===== config.mk =====
export PLATFORM = sky130hd
export DESIGN_NAME = chroma_mod
export DESIGN_NICKNAME = d
export VERILOG_FILES = /design/src/rtl/chroma_pkg.sv /design/src/rtl/chroma_phase_acc.sv /design/src/rtl/chroma_sine_lut.sv /design/src/rtl/chroma_mac.sv /design/src/rtl/chroma_mod.sv
export SDC_FILE = /design/constraint.sdc
export NUM_CORES = 1
export LEC_CHECK = 0
export ABC_CLOCK_PERIOD_IN_PS = 23600
export BUFFER_PORTS_ARGS = -buffer_cell sky130_fd_sc_hd__buf_4
export CAP_MARGIN = 20
export CORE_ASPECT_RATIO = 0.5
export CORE_MARGIN = 2
export CORE_UTILIZATION = 50
export CTS_CLUSTER_DIAMETER = 200
export DETAILED_ROUTE_END_ITERATION = 8
export PLACE_DENSITY = 0.72
export SYNTH_ARGS = -nofsm -noshare
export SYNTH_HDL_FRONTEND = slang
export SYNTH_SLANG_ARGS = --single-unit

===== constraint.sdc =====
create_clock -name clk -period 23.6 [get_ports clk]
set_input_delay 3.54 -clock clk [delete_from_list [all_inputs] [get_ports clk]]
set_output_delay 3.54 -clock clk [all_outputs]
set_load 0.02 [all_outputs]

===== src/rtl/chroma_pkg.sv =====
package chroma_pkg;
  typedef enum logic [1:0] {
    WIN_BLANK  = 2'd0,
    WIN_ACTIVE = 2'd1,
    WIN_BURST  = 2'd2
  } win_e;
endpackage


===== src/rtl/chroma_phase_acc.sv =====
module chroma_phase_acc #(
  parameter int ACC_W = 32
) (
  input  logic             clk,
  input  logic             rst_n,
  input  logic             step,
  input  logic [ACC_W-1:0] freq,
  input  logic             load,
  input  logic [ACC_W-1:0] load_val,
  output logic [ACC_W-1:0] acc
);
  always_ff @(posedge clk) begin
    if (!rst_n)    acc <= '0;
    else if (load) acc <= load_val;
    else if (step) acc <= acc + freq;
  end
endmodule


===== src/rtl/chroma_sine_lut.sv =====
module chroma_sine_lut #(
  parameter int AW = 10,
  parameter int SW = 12
) (
  input  logic [AW-1:0]        addr,
  output logic signed [SW-1:0] val
);
  localparam int  QUARTER = 1 << (AW - 2);
  localparam real AMP     = real'((1 << (SW - 1)) - 1);
  localparam real TWO_PI  = 6.283185307179586;

  logic [SW-2:0] qtab [QUARTER];

  for (genvar i = 0; i < QUARTER; i++) begin : g_entry
    localparam real ANG = TWO_PI * (real'(i) + 0.5) / real'(1 << AW);
    localparam int  MAG = $rtoi(AMP * $sin(ANG) + 0.5);
    assign qtab[i] = MAG[SW-2:0];
  end

  logic [AW-3:0] idx;
  logic [SW-2:0] mag;

  always_comb begin
    idx = addr[AW-2] ? ~addr[AW-3:0] : addr[AW-3:0];
    mag = qtab[idx];
    val = addr[AW-1] ? -$signed({1'b0, mag}) : $signed({1'b0, mag});
  end
endmodule


===== src/rtl/chroma_mac.sv =====
module chroma_mac #(
  parameter int CW = 10,
  parameter int SW = 12,
  localparam int OW = CW + 2
) (
  input  logic signed [CW-1:0] op_a,
  input  logic signed [CW-1:0] op_b,
  input  logic signed [SW-1:0] sin_v,
  input  logic signed [SW-1:0] cos_v,
  output logic signed [OW-1:0] y
);
  localparam int SUMW = CW + SW + 1;

  logic signed [SUMW-1:0] pa, pb, sum;
  logic                   unused_low;

  always_comb begin
    pa  = SUMW'(op_a) * SUMW'(sin_v);
    pb  = SUMW'(op_b) * SUMW'(cos_v);
    sum = pa + pb;
    y   = sum[SUMW-1:SW-1];
  end

  assign unused_low = ^sum[SW-2:0];
endmodule


===== src/rtl/chroma_mod.sv =====
module chroma_mod
  import chroma_pkg::*;
#(
  parameter int ACC_W = 32,
  parameter int AW    = 10,
  parameter int SW    = 12,
  parameter int CW    = 10,
  localparam int OW   = CW + 2
) (
  input  logic             clk,
  input  logic             rst_n,
  input  logic [ACC_W-1:0] freq_word,
  input  logic [ACC_W-1:0] burst_offset,
  input  logic [ACC_W-1:0] active_offset,
  input  logic [CW-2:0]    burst_amp,
  input  logic             lock_load,
  input  logic [ACC_W-1:0] lock_phase,
  input  logic             in_valid,
  output logic             in_ready,
  input  logic [CW-1:0]    in_u,
  input  logic [CW-1:0]    in_v,
  input  logic             in_burst,
  input  logic             in_active,
  output logic             out_valid,
  input  logic             out_ready,
  output logic [OW-1:0]    out_chroma
);
  localparam logic [AW-1:0] QTURN = AW'(1 << (AW - 2));

  logic             adv;
  logic             accept;
  logic [ACC_W-1:0] phase_acc;
  logic [ACC_W-1:0] phase_sum;
  logic [AW-1:0]    addr_s, addr_c;
  logic signed [SW-1:0] sin_w, cos_w;
  logic signed [CW-1:0] opa_w, opb_w;
  win_e             win;
  logic             unused_phase;

  // whole pipeline moves when the output slot is free or being taken
  assign adv      = !out_valid || out_ready;
  assign in_ready = adv;
  assign accept   = in_valid && adv;

  chroma_phase_acc #(.ACC_W(ACC_W)) u_acc (
    .clk(clk), .rst_n(rst_n), .step(accept), .freq(freq_word),
    .load(lock_load), .load_val(lock_phase), .acc(phase_acc)
  );

  always_comb begin
    if (in_burst)       win = WIN_BURST;
    else if (in_active) win = WIN_ACTIVE;
    else                win = WIN_BLANK;
    phase_sum = phase_acc + ((win == WIN_BURST) ? burst_offset : active_offset);
    addr_s    = phase_sum[ACC_W-1 -: AW];
    addr_c    = addr_s + QTURN;
    case (win)
      WIN_BURST:  begin opa_w = $signed({1'b0, burst_amp}); opb_w = '0; end
      WIN_ACTIVE: begin opa_w = $signed(in_u);              opb_w = $signed(in_v); end
      default:    begin opa_w = '0;                         opb_w = '0; end
    endcase
  end

  assign unused_phase = ^phase_sum[ACC_W-AW-1:0];

  chroma_sine_lut #(.AW(AW), .SW(SW)) u_sin (.addr(addr_s), .val(sin_w));
  chroma_sine_lut #(.AW(AW), .SW(SW)) u_cos (.addr(addr_c), .val(cos_w));

  // stage 1: operands and trig values
  logic                 s1_valid;
  logic signed [CW-1:0] s1_a, s1_b;
  logic signed [SW-1:0] s1_sin, s1_cos;

  always_ff @(posedge clk) begin
    if (!rst_n) begin
      s1_valid <= 1'b0;
      s1_a     <= '0;
      s1_b     <= '0;
      s1_sin   <= '0;
      s1_cos   <= '0;
    end else if (adv) begin
      s1_valid <= in_valid;
      s1_a     <= opa_w;
      s1_b     <= opb_w;
      s1_sin   <= sin_w;
      s1_cos   <= cos_w;
    end
  end

  // stage 2: multiply-accumulate into the output register
  logic signed [OW-1:0] mac_y;

  chroma_mac #(.CW(CW), .SW(SW)) u_mac (
    .op_a(s1_a), .op_b(s1_b), .sin_v(s1_sin), .cos_v(s1_cos), .y(mac_y)
  );

  always_ff @(posedge clk) begin
    if (!rst_n) begin
      out_valid  <= 1'b0;
      out_chroma <= '0;
    end else if (adv) begin
      out_valid  <= s1_valid;
      out_chroma <= mac_y;
    end
  end
endmodule


# Word level (Yosys, flattened, before mapping)
# Memories as Yosys holds them, arrays and structs flattened.
# Cells that the tools add are included.
[totals]
latchBits = 0
mem_count = 2
ramBits = 0
mem_bits_ro = 5632
regBits = 90
in_bits = 164
elab_cells = 45
[op_classes]
reduce_logical = 4
addsub = 6
div = 0
shift = 0
eq_ne = 2
bitwise_logic = 4
n_mul = 2
muxes = 15
magnitude_cmp = 2
[mem_list]
columns = ["memory", "depth", "word_bits", "read_ports", "rd_clocked_by_memory_dff", "write_ports", "line_no", "rtl"]
rows = [
  ["(no name shown)", 256, 11, 1, 0, 0, "chroma_sine_lut.sv:25", "mag = qtab[idx];"],
  ["(no name shown)", 256, 11, 1, 0, 0, "chroma_sine_lut.sv:25", ""],
]
[ops]
columns = ["operator", "count"]
rows = [
  ["2-to-1 mux 32 bit", 3],
  ["adder 32 bit", 2],
  ["multiplier 10 x 12 -> 22 bit", 2],
  ["2-to-1 mux 11 bit", 4],
  ["2-to-1 mux 12 bit", 2],
  ["negation 11 -> 12 bit", 2],
  ["adder 23 bit", 1],
  ["case mux 10 bit (2 select lines)", 1],
  ["greater-or-equal comparator 9 bit (second input constant)", 2],
  ["NOT 8 -> 9 bit", 2],
  ["2-to-1 mux 8 bit", 2],
  ["NOT 8 bit", 2],
  ["adder 10 x 9 -> 10 bit (second input constant)", 1],
  ["2-to-1 mux 10 bit", 1],
  ["equality test 2 x 1 -> 1 bit (second input constant)", 1],
  ["equality test 2 bit (second input constant)", 1],
  ["2-to-1 mux 2 bit", 1],
  ["nonzero test 2 bit", 1],
  ["logical AND 1 bit", 1],
  ["zero test 1 bit", 1],
  ["logical OR 1 bit", 1],
  ["2-to-1 mux 1 bit", 1],
]

# Depth between registers and ports, before layout
[depth]
ltp_word = 14
mapped_depth = 35
depth_no_buf = 32

# Hierarchy
# Synthesis repeated with hierarchy kept, for this count alone.
[unflattened]
hier_cells = 3537
area_unflattened_um2 = 27674.0
[by_module_without_submodules]
columns = ["mod", "cells_per_inst", "n_inst", "area_each_um2"]
rows = [
  ["chroma_sine_lut", 836, 2, 5679.2],
  ["chroma_mac", 964, 1, 9170.0],
  ["chroma_mod", 474, 1, 3917.5],
  ["chroma_phase_acc", 427, 1, 3228.1],
]

# Worst setup path before layout
# OpenSTA, ideal clock, no wires.
[synth_path]
path_kind = "in2reg"
startpoint = "input port in_burst"
endpoint = "register s1_cos[8]"
slack_ps = 13108
arrival_time_ps = 10418
setup_ps = 74
stages = 33
cell_sequence = "buf_6 -> clkbuf_1 -> clkbuf_1 -> mux2_2 -> ha_1 -> and2_1 -> and3_1 -> and3_1 -> o21a_1 -> o21ai_2 -> a21o_1 -> buf_6 -> xnor2_1 -> buf_2 -> buf_2 -> buf_2 -> buf_1 -> xnor2_1 -> ha_1 -> clkbuf_1 -> inv_1 -> ha_1 -> or3_1 -> a221oi_1 -> a211oi_1 -> a2111oi_2 -> a31oi_1 -> inv_1 -> ha_1 -> and3_1 -> nand3_1 -> or3_1 -> a31oi_1"
[synth_via]
elab_chain_cells = 13
[synth_lines]
columns = ["item", "line_no", "rtl"]
rows = [
  ["from (decl)", "chroma_mod.sv:22", "input logic in_burst,"],
  ["2-to-1 mux 2 bit *", "chroma_mod.sv:51", "if (in_burst) win = WIN_BURST;"],
  ["equality test 2 bit *", "chroma_mod.sv:54", "phase_sum = phase_acc + ((win == WIN_BURST) ? burst_offset : active_offset);"],
  ["2-to-1 mux 32 bit *", "chroma_mod.sv:54", ""],
  ["adder 32 bit *", "chroma_mod.sv:54", ""],
  ["adder 10 x 9 -> 10 bit *", "chroma_mod.sv:56", "addr_c = addr_s + QTURN;"],
  ["NOT 8 bit", "chroma_sine_lut.sv:24", "idx = addr[AW-2] ? ~addr[AW-3:0] : addr[AW-3:0];"],
  ["2-to-1 mux 8 bit", "chroma_sine_lut.sv:24", ""],
  ["NOT 8 -> 9 bit (not written as such)", "chroma_sine_lut.sv:25", ""],
  ["memory (256 x 11 bit)", "-", ""],
  ["2-to-1 mux 11 bit (not written as such) (2 in series)", "chroma_sine_lut.sv:25", ""],
  ["negation 11 -> 12 bit", "chroma_sine_lut.sv:26", "val = addr[AW-1] ? -$signed({1'b0, mag}) : $signed({1'b0, mag});"],
  ["2-to-1 mux 12 bit *", "chroma_sine_lut.sv:26", ""],
  ["to (signal assigned)", "chroma_mod.sv:86", "s1_cos <= cos_w;"],
  ["to (decl)", "chroma_mod.sv:72", "logic signed [SW-1:0] s1_sin, s1_cos;"],
]
# Every way passes the cells marked *; elsewhere a longest branch is shown, timed or not. The select of a mux whose other input is x is not followed.
# A chain may end at the register's enable or synchronous reset.

# Worst setup path in the final report
[layout_path]
startpoint = "input port in_burst"
endpoint = "register s1_sin[10]"
[layout_via]
elab_chain_cells = 12
[layout_lines]
columns = ["item", "line_no", "rtl"]
rows = [
  ["2-to-1 mux 2 bit *", "chroma_mod.sv:51", ""],
  ["equality test 2 bit *", "chroma_mod.sv:54", ""],
  ["2-to-1 mux 32 bit *", "chroma_mod.sv:54", ""],
  ["adder 32 bit *", "chroma_mod.sv:54", ""],
  ["NOT 8 bit", "chroma_sine_lut.sv:24", ""],
  ["2-to-1 mux 8 bit", "chroma_sine_lut.sv:24", ""],
  ["NOT 8 -> 9 bit (not written as such)", "chroma_sine_lut.sv:25", ""],
  ["memory (256 x 11 bit)", "-", ""],
  ["2-to-1 mux 11 bit (not written as such) (2 in series)", "chroma_sine_lut.sv:25", ""],
  ["negation 11 -> 12 bit", "chroma_sine_lut.sv:26", ""],
  ["2-to-1 mux 12 bit *", "chroma_sine_lut.sv:26", ""],
  ["to (signal assigned)", "chroma_mod.sv:85", "s1_sin <= sin_w;"],
  ["to (decl)", "chroma_mod.sv:72", ""],
]
# Marked as above.

==> impl_metrics.yaml <==
outcome:
  status: "finished, violations left"
  violations: "design-rule violations"
critical_path:
  worstPathRequired_ps: 23820
  cp-start-kind: "primary input"
  timing.critical_path.to_type: "flop"
  r2r-end: "s1_sin[10]$_SDFFE_PN0N_"
  crit_path_max_fanout: 55
  cp_common_cell: "buf_4"
  slowest_stage: "a221oi_1"
  arrival_ps: 12100
  slowest_delay_ps: 720
  ff2ff_path_depth: 24
  critPathKind: "primary input to flop"
  r2r_start: "u_acc.acc[11]$_SDFFE_PN0P_"
  r2r_slack_ps: 15380
floorplan:
  die_w_um: 316
  core_area_um2: 48200
  die_height_um: 160
  start_util: 0.503
  die_area_um2: 50400
  io-pin-count: 178
  rows: 57
layout:
  syn2layout_area_growth_pct: 8.99
  utilization: 0.549
  drive_gt1_frac: 0.118
  stdcell_area_um2: 26400
  nNetsFinal: 3858
hold_path:
  hold_start: "out_chroma[1]$_SDFFE_PN0N_"
  holdPathEnd: "out_chroma[1]$_SDFFE_PN0N_"
  hold_path_depth: 2
  hp-class: "flop to flop"
synth:
  yosys-top-cells-count: "inv_1, nand2_1, nor2_1"
  synth_cells: 3215
  synth_edf_count: 0
  yosysWarnings: 0
  netlist_top_cells_area: "fa_1, ha_1, dfxtp_1"
  syn_area_um2: 24300
  synth_seq_area_share: 0.0742
  syn_nets: 3818
  synth_top_area_cell: "fa_1"
  ys_types: 111
  synth_area_per_cell_um2: 7.55
  netlist.area_leader.share: 0.179
  yosysMostFrequentCell: "inv_1"
  async_reset_ff_frac: 0
  ys_seq_elements: 90
  synth_ff_type: "dfxtp_1"
clock_network:
  cts_tree: "yes"
  clock_tree.root_cell: "clkbuf_16"
  cts.clk_slew.worst_paths_ps: 70
  cts_buffers: 9
  cts.htree.levels: 3
  ctsResizeCount: 0
  cts.sinks: 90
  insertion_delay_ps: 360
  clock_path_buffers: 2
  hold_buffers: 0
  post-cts-setup-buffers: 0
detailed_routing:
  drc: 13
  via_per_inst: 6.64
  routed_wl_um: 102000
  wl_per_cell_um: 26.2
  via_count: 25976
  ant_nets: 0
  drtIter0Drc: 3486
  drt-pass1-iter-count: 9
sta:
  worst_slack_ps: 11720
  skew_ps: 16.6
  fmax_mhz: 84.1
  worst_pin_slew_ps: 1370
  rsz0062_at_grt: "false"
  finalSetupViolations: 0
  relSlewSlack: 0.0840
  finalCritPeriodShare: 0.504
  hold_viol_final: 0
  slew_violations: 0
  period_minus_slack_ps: 11880
  setup-tns-final_ps: 0
  hold_ws_ps: 454
global_routing:
  antenna_found_initial: 3
  grt_pass1_wl_um: 154000
  grt_pass1_vias: 25222
  grt_overflow_total: 0
  grt_usage: 0.398
  grt_max_degree: 61
power_and_ir_drop:
  powerDensity_nw_per_um2: 121
  leakagePower_uw: 0.0123
  ir_worst_vdd_mv: 0.171
placement:
  gp_congestion: 1.07
  dp_slack_ps: 11710
  place_area_um2: 26100
  port_buffers: 177
  dp_hpwl_um: 76200
flow_run:
  maxCapViolations: 0
-- worst max-delay path by stage --
| stage | from | to | slack (ps) | cells after the start |
|---|---|---|---|---|
| 2_1_floorplan | in_burst | s1_cos[8]$_SDFFE_PN0N_ | 13110 | 33 |
| 3_3_place_gp | in_burst | s1_sin[10]$_SDFFE_PN0N_ | 11700 | 26 |
| 3_5_place_dp | in_burst | s1_sin[10]$_SDFFE_PN0N_ | 11710 | 26 |
| 4_1_cts | in_burst | s1_sin[10]$_SDFFE_PN0N_ | 12040 | 26 |
| 5_1_grt | in_burst | s1_sin[7]$_SDFFE_PN0N_ | 11400 | 26 |
| 6_report | in_burst | s1_sin[10]$_SDFFE_PN0N_ | 11720 | 26 |
-- through the flow --
| step | power (uW) | instances |
|---|---|---|
| 2_1_floorplan | 1980 | 3215 |
| 3_3_place_gp | 2870 | 3891 |
| 3_5_place_dp | 2870 | 3891 |
| 4_1_cts | 3030 | 3906 |
| 5_1_grt | 3330 | 3908 |
| 6_report | 3200 | 3910 |
-- per-layer routing --
metal | global-route usage | up-vias | routed length (um)
li1 | - | 11363 | -
met1 | 0.545 | 12595 | 42700
met2 | 0.585 | 1641 | 41900
met3 | 0.133 | 373 | 13200
met4 | 0.137 | 4 | 4420
met5 | 0 | - | 24
-- critical path: cells and delay by family --
kind	cells	cell delay, ps
buf+inv	6	2320
fa+ha+maj	3	1150
compound gates	13	4000
xor+xnor	3	640
mux	1	410
-- where the power goes --
part	switching [uW]	total, uW	internal [uW]
combinational	1880	2770	892
sequential	88.2	274	186
clock	69.9	155	85.4
-- cell families after synthesis --
| group | Yosys count | synth area share |
|---|---|---|
| flops | 90 | 0.0742 |
| buf+inv | 615 | 0.101 |
| xor+xnor | 117 | 0.0460 |
| simple gates | 960 | 0.185 |
| mux | 86 | 0.0403 |
| compound gates | 906 | 0.260 |
| fa+ha+maj | 441 | 0.294 |
-- cell usage in the layout, fill, tap and decap left out, types with 15 or more instances in the layout --
cell type,synthesis,routed
or3_1,16,16
a221oi_1,34,34
fa_1,217,217
o221ai_1,19,19
a21o_1,26,26
a31oi_1,41,41
a211o_1,25,25
nand2b_1,18,18
a311oi_1,17,17
nor2_1,246,244
xor2_1,20,19
nand3_1,62,62
a21oi_1,183,183
and2_1,96,96
nor3_1,82,82
nand4_1,22,22
o22ai_1,42,42
buf_4,6,254
mux2_2,40,40
nor4_1,15,15
inv_1,379,379
dfxtp_1,90,90
xnor2_1,90,83
a211oi_1,62,62
o31ai_1,21,21
nand2_1,330,330
ha_1,222,222
a22oi_1,36,35
o211ai_1,58,58
and3_1,22,22
mux2i_1,38,38
o21ai_0,160,160
-- layout make-up --
class	count	area (um2)
Clock buffer	10	239
Timing Repair Buffer	256	1950
Inverter	388	1460
Multi-Input combinational cell	2510	20100
Tap cell	649	812
Sequential cell	90	1800
Fill cell	4669	21800
Clock inverter	5	62.6
Antenna cell	2	5.00
-- registers in the layout, summed over array words and instances, names as in the netlist --
signal,count
s1_valid,1
s1_a,10
s1_cos,12
out_chroma,12
out_valid,1
s1_b,10
s1_sin,12
u_acc.acc,32
Note: power is estimated with default switching activity, not from simulation.
